`config.mk`:
```
export PLATFORM = sky130hd
export DESIGN_NAME = bus_term_ctl
export DESIGN_NICKNAME = d
export VERILOG_FILES = /design/src/rtl/bus_term_pkg.sv /design/src/rtl/bus_term_sync.sv /design/src/rtl/bus_term_fsm.sv /design/src/rtl/bus_term_rst.sv /design/src/rtl/bus_term_ctl.sv
export SDC_FILE = /design/constraint.sdc
export NUM_CORES = 1
export LEC_CHECK = 0
export BUFFER_PORTS_ARGS = -buffer_cell sky130_fd_sc_hd__buf_4
export CAP_MARGIN = 20
export CELL_PAD_IN_SITES_DETAIL_PLACEMENT = 1
export CELL_PAD_IN_SITES_GLOBAL_PLACEMENT = 2
export CORE_MARGIN = 2
export CORE_UTILIZATION = 34
export DETAILED_ROUTE_END_ITERATION = 7
export PLACE_DENSITY = 0.83
export SLEW_MARGIN = 20
export SYNTH_ARGS = -nofsm -noshare
export SYNTH_HDL_FRONTEND = slang
export SYNTH_SLANG_ARGS = --single-unit
export TNS_END_PERCENT = 1
```
`constraint.sdc`:
```
create_clock -name clk_i -period 2.32 [get_ports clk_i]
set_clock_uncertainty 0.05 [all_clocks]
set_input_delay 0.116 -clock clk_i [delete_from_list [all_inputs] [get_ports clk_i]]
set_output_delay 0.116 -clock clk_i [all_outputs]
set_load 0.01 [all_outputs]
```
`src/rtl/bus_term_pkg.sv`:
```
package bus_term_pkg;
  typedef enum logic [2:0] {
    ST_IDLE,
    ST_CYC,
    ST_BERR,
    ST_RERUN,
    ST_HALT,
    ST_DFAULT
  } term_state_e;

  localparam int unsigned BERR_VEC_ADDR = 8;
endpackage

```
`src/rtl/bus_term_sync.sv`:
```
module bus_term_sync #(
  parameter int unsigned WIDTH  = 4,
  parameter int unsigned STAGES = 2
) (
  input  logic             clk_i,
  input  logic             rst_ni,
  input  logic [WIDTH-1:0] d_i,
  output logic [WIDTH-1:0] q_o
);
  logic [STAGES-1:0][WIDTH-1:0] pipe_q;

  always_ff @(posedge clk_i or negedge rst_ni) begin
    if (!rst_ni) pipe_q[0] <= '0;
    else         pipe_q[0] <= d_i;
  end

  for (genvar s = 1; s < STAGES; s++) begin : g_stage
    always_ff @(posedge clk_i or negedge rst_ni) begin
      if (!rst_ni) pipe_q[s] <= '0;
      else         pipe_q[s] <= pipe_q[s-1];
    end
  end

  assign q_o = pipe_q[STAGES-1];
endmodule

```
`src/rtl/bus_term_fsm.sv`:
```
module bus_term_fsm
  import bus_term_pkg::*;
(
  input  logic clk_i,
  input  logic rst_ni,
  input  logic ack_s_i,
  input  logic berr_s_i,
  input  logic halt_s_i,
  input  logic cyc_start_i,
  input  logic instr_start_i,
  input  logic core_rst_i,
  output logic cyc_done_o,
  output logic retry_o,
  output logic exc_req_o,
  output logic bus_en_o,
  output logic fc_en_o,
  output logic halted_o,
  output logic dfault_o
);
  term_state_e st_q, st_d;
  logic win_q, win_d;
  logic done_q, done_d, retry_q, retry_d, exc_q, exc_d;

  always_comb begin
    st_d    = st_q;
    win_d   = instr_start_i ? 1'b0 : win_q;
    done_d  = 1'b0;
    retry_d = 1'b0;
    exc_d   = 1'b0;
    unique case (st_q)
      ST_IDLE: begin
        if (halt_s_i)         st_d = ST_HALT;
        else if (cyc_start_i) st_d = ST_CYC;
      end
      ST_CYC: begin
        if (berr_s_i) begin
          if (halt_s_i)   st_d = ST_RERUN;
          else if (win_q) st_d = ST_DFAULT;
          else            st_d = ST_BERR;
        end else if (ack_s_i) begin
          done_d = 1'b1;
          st_d   = halt_s_i ? ST_HALT : ST_IDLE;
        end
      end
      ST_BERR: begin
        if (!berr_s_i) begin
          exc_d = 1'b1;
          win_d = 1'b1;
          st_d  = ST_IDLE;
        end
      end
      ST_RERUN: begin
        if (!halt_s_i) begin
          retry_d = 1'b1;
          st_d    = ST_CYC;
        end
      end
      ST_HALT: begin
        if (!halt_s_i) st_d = ST_IDLE;
      end
      ST_DFAULT: st_d = ST_DFAULT;
      default:   st_d = ST_IDLE;
    endcase
    if (core_rst_i) begin
      st_d    = ST_IDLE;
      win_d   = 1'b1;
      done_d  = 1'b0;
      retry_d = 1'b0;
      exc_d   = 1'b0;
    end
  end

  always_ff @(posedge clk_i or negedge rst_ni) begin
    if (!rst_ni) begin
      st_q    <= ST_IDLE;
      win_q   <= 1'b1;
      done_q  <= 1'b0;
      retry_q <= 1'b0;
      exc_q   <= 1'b0;
    end else begin
      st_q    <= st_d;
      win_q   <= win_d;
      done_q  <= done_d;
      retry_q <= retry_d;
      exc_q   <= exc_d;
    end
  end

  assign cyc_done_o = done_q;
  assign retry_o    = retry_q;
  assign exc_req_o  = exc_q;
  assign bus_en_o   = (st_q == ST_IDLE) || (st_q == ST_CYC);
  assign halted_o   = (st_q == ST_RERUN) || (st_q == ST_HALT) || (st_q == ST_DFAULT);
  assign fc_en_o    = !halted_o;
  assign dfault_o   = (st_q == ST_DFAULT);
endmodule

```
`src/rtl/bus_term_rst.sv`:
```
module bus_term_rst #(
  parameter int unsigned RST_HOLD      = 10,
  parameter int unsigned SW_RST_CYCLES = 124
) (
  input  logic clk_i,
  input  logic rst_ni,
  input  logic sys_rst_s_i,
  input  logic halt_s_i,
  input  logic sw_reset_i,
  output logic core_rst_o,
  output logic reset_drv_o
);
  localparam int unsigned HW = $clog2(RST_HOLD + 1);
  localparam int unsigned SW = $clog2(SW_RST_CYCLES + 1);
  localparam logic [HW-1:0] HOLD_MAX  = HW'(RST_HOLD);
  localparam logic [HW-1:0] HOLD_LAST = HW'(RST_HOLD - 1);
  localparam logic [SW-1:0] SW_LOAD   = SW'(SW_RST_CYCLES);

  logic [HW-1:0] hold_q;
  logic [SW-1:0] sw_cnt_q;
  logic          core_rst_q;
  logic          both_w;

  assign both_w = sys_rst_s_i && halt_s_i;

  always_ff @(posedge clk_i or negedge rst_ni) begin
    if (!rst_ni) begin
      hold_q     <= '0;
      core_rst_q <= 1'b0;
    end else begin
      core_rst_q <= both_w && (hold_q == HOLD_LAST);
      if (!both_w)              hold_q <= '0;
      else if (hold_q != HOLD_MAX) hold_q <= hold_q + 1'b1;
    end
  end

  always_ff @(posedge clk_i or negedge rst_ni) begin
    if (!rst_ni)              sw_cnt_q <= '0;
    else if (sw_cnt_q != '0)  sw_cnt_q <= sw_cnt_q - 1'b1;
    else if (sw_reset_i)      sw_cnt_q <= SW_LOAD;
  end

  assign core_rst_o  = core_rst_q;
  assign reset_drv_o = (sw_cnt_q != '0);
endmodule

```
`src/rtl/bus_term_ctl.sv`:
```
module bus_term_ctl
  import bus_term_pkg::*;
#(
  parameter int unsigned SYNC_STAGES   = 2,
  parameter int unsigned RST_HOLD      = 10,
  parameter int unsigned SW_RST_CYCLES = 124,
  parameter int unsigned ADDR_W        = 24
) (
  input  logic              clk_i,
  input  logic              rst_ni,
  input  logic              cyc_start_i,
  input  logic              instr_start_i,
  input  logic              dtack_i,
  input  logic              berr_i,
  input  logic              halt_i,
  input  logic              sys_reset_i,
  input  logic              sw_reset_i,
  output logic              cyc_done_o,
  output logic              retry_o,
  output logic              exc_req_o,
  output logic [ADDR_W-1:0] exc_vec_o,
  output logic              bus_en_o,
  output logic              fc_en_o,
  output logic              halted_o,
  output logic              reset_drv_o,
  output logic              core_rst_o
);
  localparam int unsigned NSYNC = 4;

  logic [NSYNC-1:0] raw_w, syn_w;
  logic             core_rst_w, dfault_w;

  assign raw_w = {sys_reset_i, halt_i, berr_i, dtack_i};

  bus_term_sync #(.WIDTH(NSYNC), .STAGES(SYNC_STAGES)) u_sync (
    .clk_i (clk_i),
    .rst_ni(rst_ni),
    .d_i   (raw_w),
    .q_o   (syn_w)
  );

  bus_term_fsm u_fsm (
    .clk_i        (clk_i),
    .rst_ni       (rst_ni),
    .ack_s_i      (syn_w[0]),
    .berr_s_i     (syn_w[1]),
    .halt_s_i     (syn_w[2]),
    .cyc_start_i  (cyc_start_i),
    .instr_start_i(instr_start_i),
    .core_rst_i   (core_rst_w),
    .cyc_done_o   (cyc_done_o),
    .retry_o      (retry_o),
    .exc_req_o    (exc_req_o),
    .bus_en_o     (bus_en_o),
    .fc_en_o      (fc_en_o),
    .halted_o     (halted_o),
    .dfault_o     (dfault_w)
  );

  bus_term_rst #(.RST_HOLD(RST_HOLD), .SW_RST_CYCLES(SW_RST_CYCLES)) u_rst (
    .clk_i      (clk_i),
    .rst_ni     (rst_ni),
    .sys_rst_s_i(syn_w[3]),
    .halt_s_i   (syn_w[2]),
    .sw_reset_i (sw_reset_i),
    .core_rst_o (core_rst_w),
    .reset_drv_o(reset_drv_o)
  );

  assign core_rst_o = core_rst_w;
  assign exc_vec_o  = exc_req_o ? ADDR_W'(BERR_VEC_ADDR) : '0;
endmodule

```
==> flow_metrics.env, run 1 <==
export IMPL_drc=0
export IMPL_cp_required_ns=2.15
export IMPL_grt_max_degree=28
export IMPL_placed_area_mm2=0.00155
export IMPL_cpPeakStageDelay_ns=0.46
export IMPL_fin_crit_ns=1.89
export IMPL_hpwl_mm=2.07
export IMPL_track_usage=0.127
export IMPL_io_buffers=17
export IMPL_r2r_slack_ns=0.59
export IMPL_first_pass_iters=4
export IMPL_antenna_found_initial=0
export IMPL_combPwrFrac=0.366
export IMPL_wire_per_inst_um=12.7
export IMPL_worstPathArrival_ns=1.72
export IMPL_fp_dieW_um=70.1
export IMPL_p_clk_frac=0.168
export IMPL_hp_start="sw_reset_i"
export IMPL_layout_nets=179
export IMPL_ys_seq_area_frac=0.456
export IMPL_viasPerCell=4.76
export IMPL_die_area_mm2=0.00491
export IMPL_finalSetupViolCount=0
export IMPL_syn_to_final_growth_pct=11.2
export IMPL_holdBufCountCts=5
export IMPL_vias=1028
export IMPL_post_cts_buffers=0
export IMPL_setup_tns_ns=0
export IMPL_hold_end="u_rst.sw_cnt_q[1]"
export IMPL_whs_path_depth=3
export IMPL_ys_flop_type="dfrtp_1"
export IMPL_drive_gt1_frac=0.183
export IMPL_die_h_um=70.1
export IMPL_p_switching_uw=604
export IMPL_numCtsBuffers=3
export IMPL_irDropWorstVdd_mv=0.435
export IMPL_path_class="reg2out"
export IMPL_yosys_area_top_type_share=0.438
export IMPL_rsz0062_at_grt="no"
export IMPL_leakagePower_uw=0.000746
export IMPL_critPathTopFamily="simple AND/OR/NAND/NOR gates"
export IMPL_multiInputGateArea_um2=654
export IMPL_cts_htree_levels=1
export IMPL_grt_pass1_vias=1055
export IMPL_synth_seq_cells=27
export IMPL_clk_pin_slew_ns=0.09
export IMPL_yosysUniqueCellTypes=40
export IMPL_reg2reg_to="u_fsm.st_q[0]"
export IMPL_seqCellArea_um2=677
export IMPL_cts_tree="done"
export IMPL_yosysWarnings=0
export IMPL_final_area_mm2=0.00165
export IMPL_p_per_area_mw_per_mm2=966
export IMPL_synth_edff_count=0
export IMPL_status="finished clean"
export IMPL_cp_max_fo=7
export IMPL_cp_start_kind="register"
export IMPL_drt_iter0_markers=53
export IMPL_worst_setup_path_end_kind="output pin"
export IMPL_reg2reg_from="u_fsm.st_q[2]"
export IMPL_ctsResizeCount=0
export IMPL_syn_area_per_cell_um2=10.3
export IMPL_drv_slew=0
export IMPL_grt_ovfl_total=0
export IMPL_fin_crit_sh=0.815
export IMPL_min_path_type="in2reg"
export IMPL_cts_root_buf="clkbuf_8"
export IMPL_pin_count=41
export IMPL_crit_chain="or3_4 > nor3_4 > inv_1 > buf_4"
export IMPL_reg2regPathDepth=4
export IMPL_ys_top_cells_by_count="dfrtp_1 (26), buf_4 (24), nor2_1 (10)"
export IMPL_synth_largest_area_cell="dfrtp_1"
export IMPL_initial_core_util=0.348
export IMPL_hold_viol=0
export IMPL_timing_fmax_ghz=0.529
export IMPL_synthArstFlopShare=1.00
export IMPL_cap_violations=0
export IMPL_grt_pass1_wl_mm=4.99
export IMPL_switching_share=0.379
export IMPL_routed_wirelength_mm=2.75
export IMPL_synth_area_leaders="dfrtp_1 (44%), buf_4 (12%), ha_1 (4.2%), mux2i_1 (2.7%), nand2b_1 (2.5%)"
export IMPL_yosysMostFrequentCell="dfrtp_1"
export IMPL_pwr_share_seq=0.466
export IMPL_netlist_instances=144
export IMPL_crit_buf_inv=2
export IMPL_place_congestion=0.737
export IMPL_coreArea_mm2=0.00426
export IMPL_clk_path_buf_depth=2
export IMPL_synthesis_area_mm2=0.00148
export IMPL_worst_skew_pair_late_latency_ns=0.27
export IMPL_n_antenna_cell=0
export IMPL_rows=24
export IMPL_p_int_uw=990
export IMPL_cts_sinks=27
export IMPL_nFillCells=484
export IMPL_antenna_left=0
export IMPL_slowest_stage="or3_4"
## power by group through the flow
stage / clock [µW] / combinational (µW) / sequential, µW
after global routing: 302 / 667 / 768
after global placement: 0 / 555 / 733
after detailed placement: 0 / 587 / 751
after floorplan: 0 / 525 / 665
final: 267 / 584 / 743
after CTS: 280 / 595 / 742
## through the flow
step	std cells	setup slack, ns	total power, µW	utilization	hold WS [ns]
2_1_floorplan	166	0.746	1190	-	-0.230
5_1_grt	216	0.326	1740	0.387	0.137
6_report	216	0.429	1590	0.387	0.122
3_5_place_dp	207	0.604	1340	0.364	0.00278
4_1_cts	216	0.410	1620	0.387	0.116
3_3_place_gp	207	0.644	1290	0.364	0.000615
## cells in the final DEF (no fill, tap or decap), types with 2 or more instances in the layout
cell type	count
dfrtp_1	26
conb_1	23
buf_4	17
nor2_1	10
nand2_1	9
inv_1	8
nand2b_1	6
nor3_1	6
a21oi_1	6
ha_1	5
dlygate4sd3_1	5
mux2i_1	4
o22ai_1	3
clkbuf_8	3
nor2b_1	2
a311o_1	2
o21bai_1	2
or4_4	2
o21ai_0	2
a211oi_1	2
o21a_1	2
## worst max path at each step
stage / to / start / cells after the start
after floorplan: u_fsm.st_q[0] / u_rst.core_rst_o / 4
after global placement: u_fsm.st_q[0] / u_fsm.st_q[2] / 4
after detailed placement: u_fsm.st_q[0] / u_fsm.st_q[2] / 4
after CTS: reset_drv_o / u_rst.sw_cnt_q[3] / 4
after global routing: reset_drv_o / u_rst.sw_cnt_q[0] / 6
final: reset_drv_o / u_rst.sw_cnt_q[3] / 4
## worst reg2reg max path, cell delays in order (launching register included)
cell	delay (ns)
dfrtp_1	0.52
or2_4	0.32
or4_4	0.48
o221ai_2	0.09
mux2i_1	0.20
## metal layers
layer / track usage / share of wire
met1: 0.153 / 0.42
met2: 0.219 / 0.52
met3: 0.0346 / 0.043
met4: 0.0385 / 0.012
met5: 0 / 0
## cell families after synthesis
family / synth area share
and+or+nand+nor: 0.191
buffers and inverters: 0.159
muxes: 0.0346
AOI/OAI and AO/OA: 0.104
xor gates and xnor gates: 0.0118
adders and majority gates: 0.0422
other: 0.00253
DFF: 0.456
## layout make-up
cell class | count | area share
clock inverter | 1 | 0.00303
clock buffer | 3 | 0.0250
multi-input combinational | 103 | 0.397
timing repair buffer | 22 | 0.108
tap | 52 | 0.0394
inverter | 8 | 0.0182
sequential | 27 | 0.410
## state kept, by name, summed over array words and instances (netlist names), 3 cells and up
name	flops
u_rst.sw_cnt_q	7
u_rst.hold_q	4
u_fsm.st_q	3
u_sync.q_o	4
u_sync.pipe_q	4
(Power assumes the default switching activity.)
==> run 2: changes to the inputs <==
--- a/config.mk
+++ b/config.mk
@@ -5,14 +5,15 @@
 export SDC_FILE = /design/constraint.sdc
 export NUM_CORES = 1
 export LEC_CHECK = 0
+export ABC_AREA = 1
 export BUFFER_PORTS_ARGS = -buffer_cell sky130_fd_sc_hd__buf_4
 export CAP_MARGIN = 20
 export CELL_PAD_IN_SITES_DETAIL_PLACEMENT = 1
 export CELL_PAD_IN_SITES_GLOBAL_PLACEMENT = 2
 export CORE_MARGIN = 2
-export CORE_UTILIZATION = 34
+export CORE_UTILIZATION = 29
 export DETAILED_ROUTE_END_ITERATION = 7
-export PLACE_DENSITY = 0.83
+export PLACE_DENSITY = 0.76
 export SLEW_MARGIN = 20
 export SYNTH_ARGS = -nofsm -noshare
 export SYNTH_HDL_FRONTEND = slang
==> constraint.sdc (replaced) <==
create_clock -name clk_i -period 1.8 [get_ports clk_i]
set_clock_uncertainty 0.05 [all_clocks]
set_input_delay 0.09 -clock clk_i [delete_from_list [all_inputs] [get_ports clk_i]]
set_output_delay 0.09 -clock clk_i [all_outputs]
set_load 0.01 [all_outputs]
==> run 2 against run 1 <==
Against the previous run: clock power up 28%; first-iteration DRC count decreased by 30%; sequential cell count did not move; hold slack worse by 0.069 ns; utilization down 4.6 points; sequential share of layout area decreased by 2.2 points.
==> flow_metrics.env, run 2 <==
export IMPL_cp_required_ns=1.66
export IMPL_die_h_um=76.6
export IMPL_timing_fmax_ghz=0.633
export IMPL_drt_iter0_markers=37
export IMPL_netlist_instances=185
export IMPL_synthArstFlopShare=1.00
export IMPL_layout_nets=223
export IMPL_antenna_left=0
export IMPL_rows=26
export IMPL_io_buffers=17
export IMPL_synthesis_area_mm2=0.00153
export IMPL_reg2reg_from="u_rst.sw_cnt_q[1]"
export IMPL_die_area_mm2=0.00586
export IMPL_grt_ovfl_total=0
export IMPL_finalSetupViolCount=0
export IMPL_placed_area_mm2=0.00164
export IMPL_fp_dieW_um=76.6
export IMPL_syn_area_per_cell_um2=8.26
export IMPL_yosysMostFrequentCell="nand2_1"
export IMPL_nFillCells=638
export IMPL_worst_skew_pair_late_latency_ns=0.27
export IMPL_synth_xor_area_frac=0.0229
export IMPL_numCtsBuffers=3
export IMPL_cp_start_kind="register"
export IMPL_wire_per_inst_um=11.1
export IMPL_leakagePower_uw=0.000892
export IMPL_reg2reg_to="u_rst.sw_cnt_q[5]"
export IMPL_ys_seq_area_frac=0.443
export IMPL_synth_edff_count=0
export IMPL_final_area_mm2=0.00174
export IMPL_ys_flop_type="dfrtp_1"
export IMPL_p_per_area_mw_per_mm2=1300
export IMPL_cap_violations=0
export IMPL_hold_viol=0
export IMPL_worstPathArrival_ns=1.44
export IMPL_cts_htree_levels=1
export IMPL_drc=0
export IMPL_r2r_slack_ns=0.36
export IMPL_grt_pass1_vias=1209
export IMPL_place_congestion=0.738
export IMPL_status="finished clean"
export IMPL_synth_largest_area_cell="dfrtp_1"
export IMPL_grt_max_degree=28
export IMPL_fin_crit_ns=1.58
export IMPL_synth_seq_cells=27
export IMPL_cts_root_buf="clkbuf_8"
export IMPL_syn_to_final_growth_pct=14.0
export IMPL_ys_top_cells_by_count="nand2_1 (30), dfrtp_1 (26), buf_4 (24)"
export IMPL_holdBufCountCts=6
export IMPL_final_common_cell="nand2_1"
export IMPL_synthMuxAreaShare=0
export IMPL_post_cts_buffers=0
export IMPL_final_cell_mix="nand2_1 (30), dfrtp_1 (26), conb_1 (23), nor2_1 (17), buf_4 (17)"
export IMPL_yosys_area_top_type_share=0.426
export IMPL_hp_start="sw_reset_i"
export IMPL_irDropWorstVdd_mv=0.401
export IMPL_reg2regPathDepth=7
export IMPL_hpwl_mm=2.38
export IMPL_clk_path_buf_depth=2
export IMPL_synth_area_leaders="dfrtp_1 (43%), buf_4 (12%), nand2_1 (7.4%), nand3_1 (5.2%), nor2_1 (4.2%)"
export IMPL_fin_crit_sh=0.877
export IMPL_yosysWarnings=0
export IMPL_cts_sinks=27
export IMPL_antenna_found_initial=0
export IMPL_vias=1191
export IMPL_setup_tns_ns=0
export IMPL_initial_core_util=0.299
export IMPL_grt_pass1_wl_mm=5.43
export IMPL_first_pass_iters=4
export IMPL_whs_path_depth=3
export IMPL_yosysUniqueCellTypes=28
export IMPL_synth_top_family_by_area="simple AND/OR/NAND/NOR gates"
export IMPL_synth_compound_area_frac=0.0491
export IMPL_drv_slew=0
export IMPL_synth_adder_area_share=0.0410
export IMPL_n_antenna_cell=0
export IMPL_min_path_type="in2reg"
export IMPL_dp_cells=268
export IMPL_track_usage=0.115
export IMPL_drive_gt1_frac=0.197
export IMPL_largest_reg_flops=7
export IMPL_worst_setup_path_end_kind="output pin"
export IMPL_synthSimpleGateAreaFrac=0.258
export IMPL_path_class="reg2out"
export IMPL_coreArea_mm2=0.00511
export IMPL_largest_register="u_rst.sw_cnt_q"
export IMPL_cp_max_fo=5
export IMPL_cts_tree="done"
export IMPL_viasPerCell=4.28
export IMPL_clk_pin_slew_ns=0.09
export IMPL_hold_end="u_rst.sw_cnt_q[4]"
export IMPL_stdcell_count=278
export IMPL_rsz0062_at_grt="no"
export IMPL_pin_count=41
export IMPL_ctsResizeCount=0
export IMPL_routed_wirelength_mm=3.08
[run 2: critical path, cell delays in order (launching register included)]
cell      delay [ns]
dfrtp_1         0.40
inv_1           0.10
ha_1            0.18
clkinv_2        0.07
nor2_2          0.14
nand2_2         0.12
buf_4           0.16
[run 2: logic make-up after synthesis]
kind of cell | after synthesis
buf+inv | 50
flops | 27
other cells | 1
compound gates | 13
fa+ha+maj | 5
simple gates | 85
xor+xnor | 4
[run 2: where the power goes]
group          leakage [µW]  switching (µW)  internal [µW]
combinational      0.000535             604            415
sequential         0.000334             158            755
clock             0.0000228             182            159
[run 2: worst max-delay path by stage]
stage,start,endpoint
after CTS,u_rst.sw_cnt_q[1],reset_drv_o
after global routing,u_rst.sw_cnt_q[0],reset_drv_o
final,u_rst.sw_cnt_q[1],reset_drv_o
after detailed placement,u_rst.sw_cnt_q[1],u_rst.sw_cnt_q[5]
after floorplan,u_rst.sw_cnt_q[0],u_rst.sw_cnt_q[5]
after global placement,u_rst.sw_cnt_q[0],u_rst.sw_cnt_q[5]
[run 2: final cells by class]
cell class | count | area [µm²] | area share
inverter | 24 | 91.3 | 0.0524
tap | 70 | 87.6 | 0.0503
timing repair buffer | 23 | 188 | 0.108
multi-input combinational | 130 | 653 | 0.375
clock buffer | 4 | 45.0 | 0.0259
sequential | 27 | 677 | 0.389
[run 2: stage by stage]
step | hold WS [ns] | util | setup slack [ns] | power, µW
2_1_floorplan | -0.256 | - | 0.522 | 1680
3_3_place_gp | -0.0190 | 0.320 | 0.441 | 1950
3_5_place_dp | -0.0147 | 0.320 | 0.363 | 1950
4_1_cts | 0.0459 | 0.341 | 0.198 | 2310
5_1_grt | 0.0689 | 0.341 | 0.100 | 2520
6_report | 0.0533 | 0.341 | 0.221 | 2270
[run 2: layer usage]
metal	vias up	track usage	part of all wire
li1	585	-	-
met1	572	0.141	0.45
met2	25	0.195	0.49
met3	9	0.0201	0.030
met4	0	0.0600	0.033
met5	-	0	0
==> run 3: changes to the inputs <==
--- a/config.mk
+++ b/config.mk
@@ -5,15 +5,14 @@
 export SDC_FILE = /design/constraint.sdc
 export NUM_CORES = 1
 export LEC_CHECK = 0
-export ABC_AREA = 1
 export BUFFER_PORTS_ARGS = -buffer_cell sky130_fd_sc_hd__buf_4
-export CAP_MARGIN = 20
 export CELL_PAD_IN_SITES_DETAIL_PLACEMENT = 1
 export CELL_PAD_IN_SITES_GLOBAL_PLACEMENT = 2
 export CORE_MARGIN = 2
-export CORE_UTILIZATION = 29
+export CORE_UTILIZATION = 31
 export DETAILED_ROUTE_END_ITERATION = 7
 export PLACE_DENSITY = 0.76
+export SKIP_LAST_GASP = 1
 export SLEW_MARGIN = 20
 export SYNTH_ARGS = -nofsm -noshare
 export SYNTH_HDL_FRONTEND = slang
==> run 3 against run 2 <==
Against the previous run: total power fell by 7.0%; sequential cell count stayed put; non-clock buffer count rose by 3; die area is 8.7% lower; final cell count fell by 20%; largest cell class unchanged; fmax decreased by 7.8%; global-route usage fell by 0.82 points.
==> flow_metrics.env, run 3 (synthesis results as in run 1) <==
export IMPL_status="finished clean"
export IMPL_cp_required_ns=1.66
export IMPL_fp_dieW_um=73.2
export IMPL_io_buffers=17
export IMPL_min_path_type="in2reg"
export IMPL_syn_to_final_growth_pct=14.1
export IMPL_track_usage=0.107
export IMPL_startpoint="u_rst.sw_cnt_q[0]"
export IMPL_antenna_left=0
export IMPL_hold_viol=0
export IMPL_worstPathArrival_ns=1.57
export IMPL_n_antenna_cell=0
export IMPL_grt_pass1_wl_mm=4.49
export IMPL_place_congestion=0.758
export IMPL_reg2regPathDepth=7
export IMPL_vias=1035
export IMPL_initial_core_util=0.318
export IMPL_cp_start_kind="register"
export IMPL_finalSetupViolCount=0
export IMPL_cp_max_fo=4
export IMPL_final_common_cell="dfrtp_1"
export IMPL_cts_tree="done"
export IMPL_crit_end="reset_drv_o"
export IMPL_die_area_mm2=0.00536
export IMPL_drv_slew=0
export IMPL_drt_iter0_markers=49
export IMPL_clk_pin_slew_ns=0.10
export IMPL_timing_fmax_ghz=0.584
export IMPL_p_clk_frac=0.168
export IMPL_cap_violations=0
export IMPL_post_place_ws_ns=0.190
export IMPL_worst_setup_path_end_kind="output pin"
export IMPL_worst_skew_pair_late_latency_ns=0.28
export IMPL_cts_htree_levels=1
export IMPL_numCtsBuffers=3
export IMPL_largest_register="u_rst.sw_cnt_q"
export IMPL_p_int_uw=1320
export IMPL_largest_reg_flops=7
export IMPL_final_cell_mix="dfrtp_1 (26), conb_1 (23), buf_4 (21), nor2_1 (10), nand2_1 (9)"
export IMPL_stdcell_count=222
export IMPL_r2r_slack_ns=0.17
export IMPL_antenna_found_initial=0
export IMPL_hpwl_mm=2.09
export IMPL_setup_ws_ns=0.0887
export IMPL_rows=25
export IMPL_clk_path_buf_depth=2
export IMPL_first_pass_iters=4
export IMPL_reg2reg_to="u_rst.sw_cnt_q[4]"
export IMPL_cts_sinks=27
export IMPL_drc=0
export IMPL_routed_wirelength_mm=2.80
export IMPL_path_class="reg2out"
export IMPL_cts_root_buf="clkbuf_8"
export IMPL_pin_count=41
export IMPL_p_per_area_mw_per_mm2=1250
export IMPL_leakagePower_uw=0.000770
export IMPL_viasPerCell=4.66
export IMPL_fin_crit_ns=1.71
export IMPL_p_total_uw=2110
export IMPL_p_switching_uw=793
export IMPL_wire_per_inst_um=12.6
export IMPL_fin_util=0.363
export IMPL_grt_ovfl_total=0
export IMPL_nFillCells=554
export IMPL_combPwrFrac=0.394
export IMPL_grt_max_degree=28
export IMPL_reg2reg_from="u_rst.sw_cnt_q[0]"
export IMPL_switching_share=0.375
export IMPL_drive_gt1_frac=0.208
export IMPL_die_h_um=73.2
export IMPL_dp_cells=211
export IMPL_fin_crit_sh=0.951
export IMPL_setup_tns_ns=0
export IMPL_pwr_share_seq=0.439
export IMPL_coreArea_mm2=0.00466
export IMPL_layout_nets=183
export IMPL_grt_pass1_vias=999
export IMPL_irDropWorstVdd_mv=0.609
## run 3: changes by cell type in the layout (fill, tap and decap cells not counted), sizes merged, moves of 3 or more
cell	change
nand4	-6
nand2	-23
a21oi	+3
mux2i	+4
nand3	-15
nand2b	+6
nor3	+3
inv	-15
buf	+4
nor2	-15
## run 3: worst max-delay path, cell delays in order, from the launching register on
cell,delay (ns)
dfrtp_1,0.44
inv_1,0.10
ha_1,0.24
nand2b_4,0.09
nor3_4,0.19
inv_1,0.08
buf_4,0.14
## run 3: how the worst min path moves through the flow
stage / startpoint / to / slack [ns] / cells past startpoint
floorplan: rst_ni / u_fsm.cyc_done_o / -0.26 / 0
global placement: rst_ni / u_fsm.cyc_done_o / -0.02 / 1
detailed placement: rst_ni / u_fsm.cyc_done_o / -0.02 / 1
CTS: sw_reset_i / u_rst.sw_cnt_q[1] / 0.08 / 3
global route: sw_reset_i / u_rst.sw_cnt_q[1] / 0.11 / 3
finish: sw_reset_i / u_rst.sw_cnt_q[1] / 0.09 / 3
## run 3: power groups by stage
stage / logic (µW) / clock network, µW / registers (µW)
2_1_floorplan: 677 / 0 / 857
3_3_place_gp: 765 / 0 / 929
3_5_place_dp: 793 / 0 / 939
4_1_cts: 809 / 379 / 926
5_1_grt: 932 / 400 / 950
6_report: 832 / 354 / 927
## run 3: metal layers
metal | global-route usage | up-vias | share of wire
met3 | 0.0290 | 2 | 0.046
met2 | 0.192 | 29 | 0.52
met1 | 0.124 | 514 | 0.43
met5 | 0 | - | 0
met4 | 0.0309 | 0 | 0.0064
li1 | - | 490 | -
## run 3: what timing repair did
action	CTS	global route
setup buffers	1	1
hold endpoints to repair	31	0
gates resized for setup	0	1
pin swaps	1	0
hold buffers	5	0
endpoints found under the setup margin	1	1
cloned	0	0
## run 3: layout make-up
cell class / instances / area, µm² / share of cell area
clock inverters: 1 / 7.51 / 0.00443
well taps: 54 / 67.6 / 0.0399
clock buffers: 3 / 41.3 / 0.0244
multi-input cells: 103 / 662 / 0.391
inverters: 8 / 30.0 / 0.0177
repair buffers: 26 / 208 / 0.123
flip-flops and latches: 27 / 677 / 0.400
## run 3: through the flow
step | hold WS, ns | instance area [µm²]
CTS | 0.0817 | 1680
global placement | -0.0246 | 1570
finish | 0.0914 | 1690
detailed placement | -0.0201 | 1570
global route | 0.106 | 1690
floorplan | -0.256 | 1570
